--- config.mk ---
export PLATFORM = sky130hd
export DESIGN_NAME = xfi_top
export DESIGN_NICKNAME = d
export VERILOG_FILES = /design/src/rtl/xfi_pkg.sv /design/src/rtl/xfi_fifo.sv /design/src/rtl/xfi_status.sv /design/src/rtl/xfi_top.sv
export SDC_FILE = /design/constraint.sdc
export NUM_CORES = 1
export LEC_CHECK = 0
export BUFFER_PORTS_ARGS = -buffer_cell sky130_fd_sc_hd__buf_2
export CORE_AREA = 2 2 406 448
export DETAILED_ROUTE_END_ITERATION = 12
export DIE_AREA = 0 0 408 450
export PLACE_DENSITY_LB_ADDON = 0.15
export SYNTH_ARGS = -nofsm -noshare
export SYNTH_HDL_FRONTEND = slang
export SYNTH_HIERARCHICAL = 1
export SYNTH_SLANG_ARGS = --single-unit
--- constraint.sdc ---
create_clock -name clk -period 8.5 [get_ports clk]
set_input_delay 1.7 -clock clk [delete_from_list [all_inputs] [get_ports clk]]
set_output_delay 1.7 -clock clk [all_outputs]
set_load 0.01 [all_outputs]
--- src/rtl/xfi_pkg.sv ---
package xfi_pkg;
  localparam int ST_BITS = 8;
  localparam int ST_TXE  = 0;
  localparam int ST_TXH  = 1;
  localparam int ST_TXF  = 2;
  localparam int ST_RXR  = 3;
  localparam int ST_RXH  = 4;
  localparam int ST_RXF  = 5;
  localparam int ST_RXO  = 6;
  localparam int ST_CMP  = 7;
  typedef logic [ST_BITS-1:0] stat_t;
endpackage

--- src/rtl/xfi_fifo.sv ---
module xfi_fifo #(
  parameter int WIDTH = 32,
  parameter int DEPTH = 16,
  localparam int PW = (DEPTH > 1) ? $clog2(DEPTH) : 1,
  localparam int CW = $clog2(DEPTH + 1)
) (
  input  logic             clk,
  input  logic             rst_n,
  input  logic             flush,
  input  logic             push,
  input  logic [WIDTH-1:0] din,
  input  logic             pop,
  output logic [WIDTH-1:0] dout,
  output logic [CW-1:0]    count,
  output logic             full,
  output logic             empty,
  output logic             drop
);
  logic [WIDTH-1:0] mem [DEPTH];
  logic [PW-1:0]    wr_ptr, rd_ptr;
  logic             do_push, do_pop;

  function automatic logic [PW-1:0] nxt(input logic [PW-1:0] p);
    return (p == PW'(DEPTH - 1)) ? '0 : p + PW'(1);
  endfunction

  assign full    = (count == CW'(DEPTH));
  assign empty   = (count == '0);
  assign do_push = push && !full && !flush;
  assign do_pop  = pop && !empty && !flush;
  assign drop    = push && full && !flush;
  assign dout    = empty ? '0 : mem[rd_ptr];

  always_ff @(posedge clk) begin
    if (do_push) mem[wr_ptr] <= din;
  end

  always_ff @(posedge clk or negedge rst_n) begin
    if (!rst_n) begin
      wr_ptr <= '0;
      rd_ptr <= '0;
      count  <= '0;
    end else if (flush) begin
      wr_ptr <= '0;
      rd_ptr <= '0;
      count  <= '0;
    end else begin
      if (do_push) wr_ptr <= nxt(wr_ptr);
      if (do_pop)  rd_ptr <= nxt(rd_ptr);
      case ({do_push, do_pop})
        2'b10:   count <= count + CW'(1);
        2'b01:   count <= count - CW'(1);
        default: count <= count;
      endcase
    end
  end

  // count never exceeds the depth
  assert_count_bound_R2: assert property (@(posedge clk) disable iff (!rst_n)
    count <= CW'(DEPTH));
  // a push into a full queue without a pop does not change the count
  assert_full_hold_R3: assert property (@(posedge clk) disable iff (!rst_n)
    (push && full && !pop && !flush) |=> (count == CW'(DEPTH)));
  // a pop from an empty queue without a push leaves it empty
  assert_empty_pop_R7: assert property (@(posedge clk) disable iff (!rst_n)
    (pop && empty && !push && !flush) |=> empty);
  // a flush leaves the queue empty
  assert_flush_empty_R10: assert property (@(posedge clk) disable iff (!rst_n)
    flush |=> empty);
endmodule

--- src/rtl/xfi_status.sv ---
module xfi_status
  import xfi_pkg::*;
#(
  parameter int DEPTH = 16,
  localparam int CW   = $clog2(DEPTH + 1),
  localparam int HALF = DEPTH / 2
) (
  input  logic          clk,
  input  logic          rst_n,
  input  logic [CW-1:0] tx_cnt,
  input  logic [CW-1:0] rx_cnt,
  input  logic          rx_drop,
  input  logic          rx_flush,
  input  logic          done_evt,
  input  logic          clr_wr,
  input  stat_t         clr_data,
  input  stat_t         irq_en,
  output stat_t         stat,
  output logic          irq
);
  logic ovf_q, cmp_q, irq_q;
  logic [ST_BITS-2:0] unused_wbits;

  assign unused_wbits = clr_data[ST_BITS-2:0];

  always_ff @(posedge clk or negedge rst_n) begin
    if (!rst_n)          ovf_q <= 1'b0;
    else if (rx_flush)   ovf_q <= 1'b0;
    else if (rx_drop)    ovf_q <= 1'b1;
  end

  always_ff @(posedge clk or negedge rst_n) begin
    if (!rst_n)                             cmp_q <= 1'b0;
    else if (done_evt)                      cmp_q <= 1'b1;
    else if (clr_wr && clr_data[ST_CMP])    cmp_q <= 1'b0;
  end

  always_comb begin
    stat         = '0;
    stat[ST_TXE] = (tx_cnt == '0);
    stat[ST_TXH] = (tx_cnt >= CW'(HALF));
    stat[ST_TXF] = (tx_cnt == CW'(DEPTH));
    stat[ST_RXR] = (rx_cnt != '0);
    stat[ST_RXH] = (rx_cnt >= CW'(HALF));
    stat[ST_RXF] = (rx_cnt == CW'(DEPTH));
    stat[ST_RXO] = ovf_q;
    stat[ST_CMP] = cmp_q;
  end

  always_ff @(posedge clk or negedge rst_n) begin
    if (!rst_n) irq_q <= 1'b0;
    else        irq_q <= |(stat & irq_en);
  end
  assign irq = irq_q;

  // a done pulse always leaves the complete bit set
  assert_done_sets_R8: assert property (@(posedge clk) disable iff (!rst_n)
    done_evt |=> stat[ST_CMP]);
  // overrun is sticky until an RX flush
  assert_ovf_sticky_R6: assert property (@(posedge clk) disable iff (!rst_n)
    (stat[ST_RXO] && !rx_flush) |=> stat[ST_RXO]);
  // overrun only rises after a dropped push
  assert_ovf_cause_R6: assert property (@(posedge clk) disable iff (!rst_n)
    $rose(stat[ST_RXO]) |-> $past(rx_drop));
  // an enabled flag raises the line one cycle later
  assert_irq_follow_R9: assert property (@(posedge clk) disable iff (!rst_n)
    (|(stat & irq_en)) |=> irq);
  // no enabled flag, no interrupt one cycle later
  assert_irq_quiet_R9: assert property (@(posedge clk) disable iff (!rst_n)
    !(|(stat & irq_en)) |=> !irq);
endmodule

--- src/rtl/xfi_top.sv ---
module xfi_top
  import xfi_pkg::*;
#(
  parameter int WIDTH = 32,
  parameter int DEPTH = 16,
  localparam int CW   = $clog2(DEPTH + 1)
) (
  input  logic              clk,
  input  logic              rst_n,
  input  logic              tx_in_valid,
  output logic              tx_in_ready,
  input  logic [WIDTH-1:0]  tx_in_data,
  output logic              rx_out_valid,
  input  logic              rx_out_ready,
  output logic [WIDTH-1:0]  rx_out_data,
  output logic              core_tx_valid,
  input  logic              core_tx_ready,
  output logic [WIDTH-1:0]  core_tx_data,
  input  logic              core_rx_valid,
  input  logic [WIDTH-1:0]  core_rx_data,
  input  logic              core_done,
  input  logic [7:0]        irq_en,
  input  logic              stat_wr,
  input  logic [7:0]        stat_wdata,
  output logic [7:0]        status,
  output logic [2*CW-1:0]   occupancy,
  input  logic              tx_flush,
  input  logic              rx_flush,
  output logic              irq
);
  logic [CW-1:0] tx_cnt, rx_cnt;
  logic          tx_full, tx_empty, tx_drop_unused;
  logic          rx_full_unused, rx_empty, rx_drop;

  xfi_fifo #(.WIDTH(WIDTH), .DEPTH(DEPTH)) u_txq (
    .clk   (clk),
    .rst_n (rst_n),
    .flush (tx_flush),
    .push  (tx_in_valid),
    .din   (tx_in_data),
    .pop   (core_tx_ready),
    .dout  (core_tx_data),
    .count (tx_cnt),
    .full  (tx_full),
    .empty (tx_empty),
    .drop  (tx_drop_unused)
  );

  xfi_fifo #(.WIDTH(WIDTH), .DEPTH(DEPTH)) u_rxq (
    .clk   (clk),
    .rst_n (rst_n),
    .flush (rx_flush),
    .push  (core_rx_valid),
    .din   (core_rx_data),
    .pop   (rx_out_ready),
    .dout  (rx_out_data),
    .count (rx_cnt),
    .full  (rx_full_unused),
    .empty (rx_empty),
    .drop  (rx_drop)
  );

  assign tx_in_ready   = !tx_full;
  assign core_tx_valid = !tx_empty;
  assign rx_out_valid  = !rx_empty;
  assign occupancy     = {rx_cnt, tx_cnt};

  xfi_status #(.DEPTH(DEPTH)) u_stat (
    .clk      (clk),
    .rst_n    (rst_n),
    .tx_cnt   (tx_cnt),
    .rx_cnt   (rx_cnt),
    .rx_drop  (rx_drop),
    .rx_flush (rx_flush),
    .done_evt (core_done),
    .clr_wr   (stat_wr),
    .clr_data (stat_wdata),
    .irq_en   (irq_en),
    .stat     (status),
    .irq      (irq)
  );

  // occupancy follows accepted TX writes one cycle later
  assert_tx_occ_R5: assert property (@(posedge clk) disable iff (!rst_n)
    (tx_in_valid && tx_in_ready && !core_tx_ready && !tx_flush)
      |=> (occupancy[CW-1:0] == $past(occupancy[CW-1:0]) + CW'(1)));
  // ready stays low while full and nothing leaves
  assert_tx_block_R3: assert property (@(posedge clk) disable iff (!rst_n)
    (!tx_in_ready && !core_tx_ready && !tx_flush) |=> !tx_in_ready);
endmodule

==> results of run 1 <==
metrics by stage:
step	setup slack (ps)	cell area, um2	total power, uW
floorplan	3660	40900	7960
global placement	3520	44900	9020
detailed placement	3470	44900	9040
CTS	2690	48700	14100
global route	2530	48700	14500
finish	2910	48700	13800
flip-flops by register name, indices dropped and copies added (netlist names), 4 cells and up:
register      cells
u_rxq/count       5
u_rxq/mem       512
u_rxq/rd_ptr      4
u_rxq/wr_ptr      4
u_txq/count       5
u_txq/mem       512
u_txq/rd_ptr      4
u_txq/wr_ptr      4
layout by cell type, fill, tap and decap left out, types with 14 or more instances in the layout:
cell type and n:
edfxtp_1 1024, mux4_2 256, buf_2 168, mux2i_1 140, clkbuf_16 119, o22ai_1 64, buf_4 41, nand2_1 32
clkbuf_1 29, nor2_4 24, dfrtp_1 23, clkinv_1 21, clkinv_2 20, nor2_1 19, a21oi_1 18, ha_1 14
worst max-delay path by stage:
stage,startpoint,end,slack [ps],depth (start not counted)
floorplan,core_rx_valid,u_rxq/mem[3][0],3660,4
finish,u_txq/rd_ptr[0],core_tx_data[2],2910,5
global placement,u_txq/rd_ptr[0],core_tx_data[2],3520,5
detailed placement,u_txq/rd_ptr[0],core_tx_data[2],3470,5
global route,u_txq/rd_ptr[0],core_tx_data[2],2530,5
CTS,u_txq/rd_ptr[0],core_tx_data[2],2690,5
cell type report:
cell class	count	area share (%)
sequential	1053	64.7
multi-input combinational	668	18.8
clock buffer	148	6.34
tap	2392	6.15
timing repair buffer	212	2.48
clock inverter	66	1.44
inverter	11	0.0848
antenna	6	0.0308
worst max-delay path, cell delays in order, from the launching register on:
cell     delay, ps
dfrtp_4       1080
buf_12         660
mux4_2         590
mux2i_1        210
o22ai_1        240
buf_2          240
per-layer routing:
layer  up-vias  GRT usage, %  wire (um)
met1     10500          13.6      43200
met3       188          2.87       5690
met2       355          20.8      55700
met4        18          3.43       2640
met5         -             0        121
li1       8200             -          -
power groups by stage:
stage	registers [uW]	logic [uW]	clock network, uW
after floorplan	5930	2030	0
after global routing	5970	3130	5390
after global placement	6060	2960	0
after detailed placement	6070	2980	0
after CTS	5960	2980	5200
final	5950	2860	5010
==> flow_summary.ini, run 1 <==
[outcome]
outcome = completed

[clock_network]
clock_path_buffers = 3
h-tree-depth = 3
cts_hold_buf = 0
cts-resized-gates = 0
clk_latency_ps = 750
post_cts_buffers = 0
clk_pin_slew_ps = 50
cts_tree = built
cts_made_buffers = 118
clkSinkCount = 1053
cts-root-buf = clkbuf_16

[die]
die_h_um = 450
row_count = 163
die_area_um2 = 184000
io_pins = 176
die_x_um = 408
start_util_pct = 22.9
core-area_um2 = 179000

[power_and_ir_drop]
swShare_pct = 27.9
clock_power_share_pct = 36.2
p_per_area_nw_per_um2 = 284
p_sw_uw = 3850
p_int_uw = 9960
leakagePower_uw = 0.0147
p_comb_share_pct = 20.7
pwr-share-seq_pct = 43.1
vdd_ir_drop_max_mv = 0.283

[min_path]
min_to = u_stat/cmp_q
min_path_type = reg2reg
hp-start = u_stat/cmp_q
hold_path_depth = 1

[route]
routed_wl_um = 107000
avgRoutedWirePerCell_um = 23.6
drtAntennaViolNets = 0
vias = 19200
drtPass1Iterations = 5
drt_iter0_markers = 1050
post_drt_via_cell_ratio = 4.22
drc = 0

[layout]
nFillCells = 17800
final_cells = 4556
multi_input_area_um2 = 9130
drive_gt1_share_pct = 32.1
regArea_um2 = 31500
final_nets = 2168
post-route-util_pct = 27.2
syn_to_final_growth_pct = 19.0

[timing]
fin_crit_ps = 5590
fmax_mhz = 179
drv_slew = 0
fin_skew_ps = 61.4
final.setup.tns_ps = 0
tightest_slew_ps = 1040
relSlewSlack_pct = 30.6
setup_viol = 0
hold_violations = 0
period_share_pct = 65.7
whs_ps = 518
rsz0062_at_grt = false

[logic_synthesis]
synth_cells = 1836
syn-mean-instance-area_um2 = 22.3
synth_area_um2 = 40900
yosys_warnings = 6
synth.net_count = 1940

[place]
place_congestion = 0.667
port_buffers = 168
numPlacedInstances = 4336
dp_hpwl_um = 51800

[global_routing]
grt.overflow.total = 0
grt.total_usage_pct = 11.6
grt_max_degree = 96
antenna_found_initial = 22
grt_first_pass_wirelength_um = 153000
grt_pass1_vias = 21200

[setup_path]
worstSetupEndpointType = primary output
cp_data_arrival_time_ps = 3890
r2r_cells = 6
r2r-end = u_txq/mem[2][9]
cp_data_required_time_ps = 6800
start_kind = flip-flop
rrSetupSlack_ps = 5380
timing.rr.start = u_txq/count[1]
critPathMaxFanout = 86
worstSetupPathType = reg2out

[job]
cap_violations = 0
Power figures use the tool's default switching activity.
==> run 2: changes to the inputs <==
- ABC_AREA: default -> 1
- CORE_AREA: 2 2 406 448 -> 2 2 411 453
- DIE_AREA: 0 0 408 450 -> 0 0 413 455
- clock period: 8.5 -> 4.65 ns (I/O delays scaled with it)
==> flow_summary.ini, run 2 <==
[outcome]
outcome = completed

[setup_path]
critPathMaxFanout = 27
cpPeakStageDelay_ps = 710
cp_data_required_time_ps = 3720
crit_chain = nor2_1 -> clkinv_2 -> buf_4 -> o221ai_1 -> nor2_1 -> a211oi_1 -> buf_2
start_kind = flip-flop
worst_path_max_delay_cell = a211oi_1
worstSetupEndpointType = primary output
worstSetupPathType = reg2out
cp_data_arrival_time_ps = 3550
crit_path_frequent_cell = nor2_1

[power_and_ir_drop]
p_per_area_nw_per_um2 = 518
p_total_uw = 25800
leakagePower_uw = 0.0168
vdd_ir_drop_max_mv = 0.352

[place]
placed_cell_area_um2 = 46200
place_congestion = 0.702
numPlacedInstances = 5530
pre_cts_slack_ps = 823
port_buffers = 168
dp_hpwl_um = 70000

[clock_network]
h-tree-depth = 3
clock_path_buffers = 3
clk_latency_ps = 760
clk_pin_slew_ps = 70
clkSinkCount = 1053
cts_made_buffers = 118
cts_tree = built
post_cts_buffers = 0
cts-root-buf = clkbuf_16

[timing]
drv_slew = 0
period_share_pct = 96.4
rsz0062_at_grt = false
fin_skew_ps = 55.0
final.setup.tns_ps = 0
tightest_slew_ps = 926
relSlewSlack_pct = 38.2
setup_slack_ps = 169
setup_viol = 0
fin_crit_ps = 4480
fmax_mhz = 223
hold_violations = 0

[die]
row_count = 165
die_x_um = 413
core-area_um2 = 183000
die_h_um = 455
die_area_um2 = 188000
io_pins = 176
start_util_pct = 22.9

[logic_synthesis]
syn-mean-instance-area_um2 = 13.9
yosys_warnings = 6
synth_cells = 3022
synth.net_count = 3126
synth_area_um2 = 42000

[route]
drc = 0
drtAntennaViolNets = 0
post_drt_via_cell_ratio = 4.39
drt_iter0_markers = 1573
drtPass1Iterations = 7
routed_wl_um = 128000
avgRoutedWirePerCell_um = 22.2
vias = 25200

[layout]
final_common_cell = edfxtp_1
final_cell_mix = 1024 x edfxtp_1, 527 x nand2_1, 258 x a21oi_1, 217 x nor2_1, 168 x buf_2
nFillCells = 18900
reg_top3 = u_rxq/mem (512), u_txq/mem (512)
syn_to_final_growth_pct = 18.8
final_nets = 3333
final_cells = 5756
fin_area_um2 = 49800
drive_gt1_share_pct = 15.6

[global_routing]
grt.overflow.total = 0
grt_first_pass_wirelength_um = 184000
grt.total_usage_pct = 13.4
grt_pass1_vias = 25300
antenna_found_initial = 30
grt_max_degree = 139

[job]
cap_violations = 0

[min_path]
min_path_type = in2async
run 2: final cells by class:
cell class                 instances  area, um2  area share (%)
multi-input combinational       1721       9570            19.2
antenna                            5       12.5          0.0251
sequential                      1053      31500            63.2
clock inverter                    58        490           0.984
clock buffer                     163       3170            6.37
inverter                          58        239           0.479
tap                             2421       3030            6.08
timing repair buffer             277       1840            3.69
run 2: worst paths after layout:
kind	start	cells after the start	end	slack [ps]
max	u_rxq/rd_ptr[1]	7	rx_out_data[26]	170
min	rst_n	1	u_txq/count[1]	310
max reg2reg	u_rxq/count[2]	7	u_rxq/mem[6][19]	1980
min reg2reg	u_stat/cmp_q	1	u_stat/cmp_q	510
max in group asynchronous	rst_n	1	u_rxq/rd_ptr[0]	3640
min in group clk	core_done	2	u_stat/cmp_q	370
run 2: what timing repair did:
action / 4_1_cts / 5_1_grt
resized for setup: 1 / 0
endpoints found under the hold margin: 0 / 0
setup endpoints to repair: 1 / 0
hold buffers: 0 / 0
run 2: per-layer routing:
layer	part of all wire, %	vias to the layer above	global-route usage [%]
met3	4.0	188	2.39
met4	2.1	22	3.66
li1	-	11800	-
met5	0.11	-	0
met1	46	12800	17.9
met2	48	459	22.4
run 2: worst max-delay path: cells and delay by family (launching register included):
family                 cells  cell delay, ps
AND/OR/NAND/NOR            2             280
AO/OA/AOI/OAI              2             910
buffers and inverters      3             920
flip-flops                 1             650
run 2: where the power goes:
part	total, uW	internal [uW]	switching, uW	leakage [uW]
Sequential	10800	10600	194	0.00960
Clock	8960	5040	3920	0.00178
Combinational	6070	1960	4110	0.00538
Total	25800	17600	8220	0.0168
run 2: per-stage QoR:
stage	utilization [%]	hold WS (ps)
3_5_place_dp	25.2	504
6_report	27.2	310
4_1_cts	27.2	244
2_1_floorplan	-	476
5_1_grt	27.2	315
3_3_place_gp	25.2	513
==> run 3: changes to the inputs <==
- CTS_BUF_LIST: default -> sky130_fd_sc_hd__clkbuf_8
==> flow_summary.ini, run 3 (synthesis results as in run 2) <==
[outcome]
outcome = completed

[clock_network]
clkSinkCount = 1053
clk_pin_slew_ps = 60
clk_latency_ps = 920
cts_hold_buf = 0
cts-root-buf = clkbuf_8
h-tree-depth = 4
cts_made_buffers = 188
clock_path_buffers = 3
cts_tree = built

[timing]
final.setup.tns_ps = 0
fin_skew_ps = 71.5
hold_violations = 0
relSlewSlack_pct = 35.0
fin_crit_ps = 4500
period_share_pct = 96.8
fmax_mhz = 222
drv_slew = 0
setup_viol = 0
rsz0062_at_grt = false
tightest_slew_ps = 969

[layout]
nFillCells = 18900
reg_top3 = u_rxq/mem (512), u_txq/mem (512)
final_common_cell = edfxtp_1
final_nets = 3404
syn_to_final_growth_pct = 18.3
post-route-util_pct = 27.1
drive_gt1_share_pct = 17.4
final_cell_mix = 1024 x edfxtp_1, 527 x nand2_1, 258 x a21oi_1, 217 x nor2_1, 195 x clkbuf_8
multi_input_area_um2 = 9590
final_cells = 5871
regArea_um2 = 31500

[place]
dp_hpwl_um = 70000
numPlacedInstances = 5530
port_buffers = 168
place_congestion = 0.702

[setup_path]
cpPeakStageDelay_ps = 770
cp_data_required_time_ps = 3720
crit_chain = buf_4 -> o21ai_0 -> o22ai_1 -> nand2_1 -> a211oi_1 -> buf_2
critPathMaxFanout = 30
worst-path-buf-inv = 2
worstSetupPathType = reg2out
worstSetupEndpointType = primary output
worst_path_max_delay_cell = a211oi_1
crit_family = compound AO/OA/AOI/OAI gates
cp_data_arrival_time_ps = 3570
start_kind = flip-flop

[min_path]
min_path_type = in2async

[power_and_ir_drop]
leakagePower_uw = 0.0170
p_per_area_nw_per_um2 = 501
p_total_uw = 24900
vdd_ir_drop_max_mv = 0.346

[die]
start_util_pct = 22.9
row_count = 165
core-area_um2 = 183000
die_area_um2 = 188000
die_h_um = 455
io_pins = 176
die_x_um = 413

[global_routing]
grt.total_usage_pct = 13.6
grt_first_pass_wirelength_um = 185000
grt.overflow.total = 0
antenna_found_initial = 30
grt_max_degree = 139
grt_pass1_vias = 26100

[route]
wl_met2_um = 61500
drtAntennaViolNets = 0
drc = 0
avgRoutedWirePerCell_um = 21.9
post_drt_via_cell_ratio = 4.37
met3_length_um = 5910
drtPass1Iterations = 6
vias = 25700
routed_wl_um = 129000
drt_iter0_markers = 1470
wl_met1_um = 58200
top_layer = met5

[job]
cap_violations = 0
## run 3: through the flow
stage	hold WS, ps	cell area, um2	setup WS [ps]
after floorplan	476	42000	1520
after global placement	513	46200	821
after detailed placement	504	46200	823
after CTS	51.1	49600	18.2
after global routing	113	49600	7.97
final	155	49600	148
## run 3: worst register-to-register path: stages, from the launching register on
cell,delay [ps]
dfrtp_1,530
nor2_1,110
nand3_2,110
nand2_2,90
inv_4,120
nand2_1,250
nor2_4,510
buf_4,550
## run 3: path summary, 6_finish.rpt
check                                start               to  slack, ps  cells past startpoint
setup / recovery           u_txq/rd_ptr[1]  core_tx_data[7]        150                      6
min in group clk                  rx_flush     u_stat/ovf_q        220                      2
hold reg to reg               u_stat/cmp_q     u_stat/cmp_q        510                      1
max in group asynchronous            rst_n  u_rxq/rd_ptr[1]       3830                      1
setup reg to reg            u_txq/count[2]  u_txq/mem[7][3]       1970                      7
hold / removal                       rst_n  u_txq/rd_ptr[0]        150                      1
## run 3: layout make-up
type	count	area share (%)
Sequential cell	1053	63.4
Multi-Input combinational cell	1721	19.3
Tap cell	2421	6.10
Clock buffer	195	5.41
Timing Repair Buffer	278	3.77
Clock inverter	138	1.41
Inverter	58	0.507
Antenna cell	7	0.0353
## run 3: where the power goes
part / leakage [uW] / switching (uW) / total [uW] / internal (uW)
registers: 0.00960 / 207 / 10800 / 10600
clock network: 0.00196 / 3990 / 7960 / 3970
logic: 0.00540 / 4140 / 6130 / 1990
## run 3: routing by layer
metal  GRT usage (%)  vias to the layer above
met2            22.2                      526
met3            3.09                      238
li1                -                    11900
met5               0                        -
met4            4.32                       22
met1            17.7                    12900
## run 3: what timing repair did
item / in CTS / in global routing
gates resized for setup: 9 / 2
setup buffers: 0 / 0
cloned: 0 / 1
endpoints found under the setup margin: 17 / 4
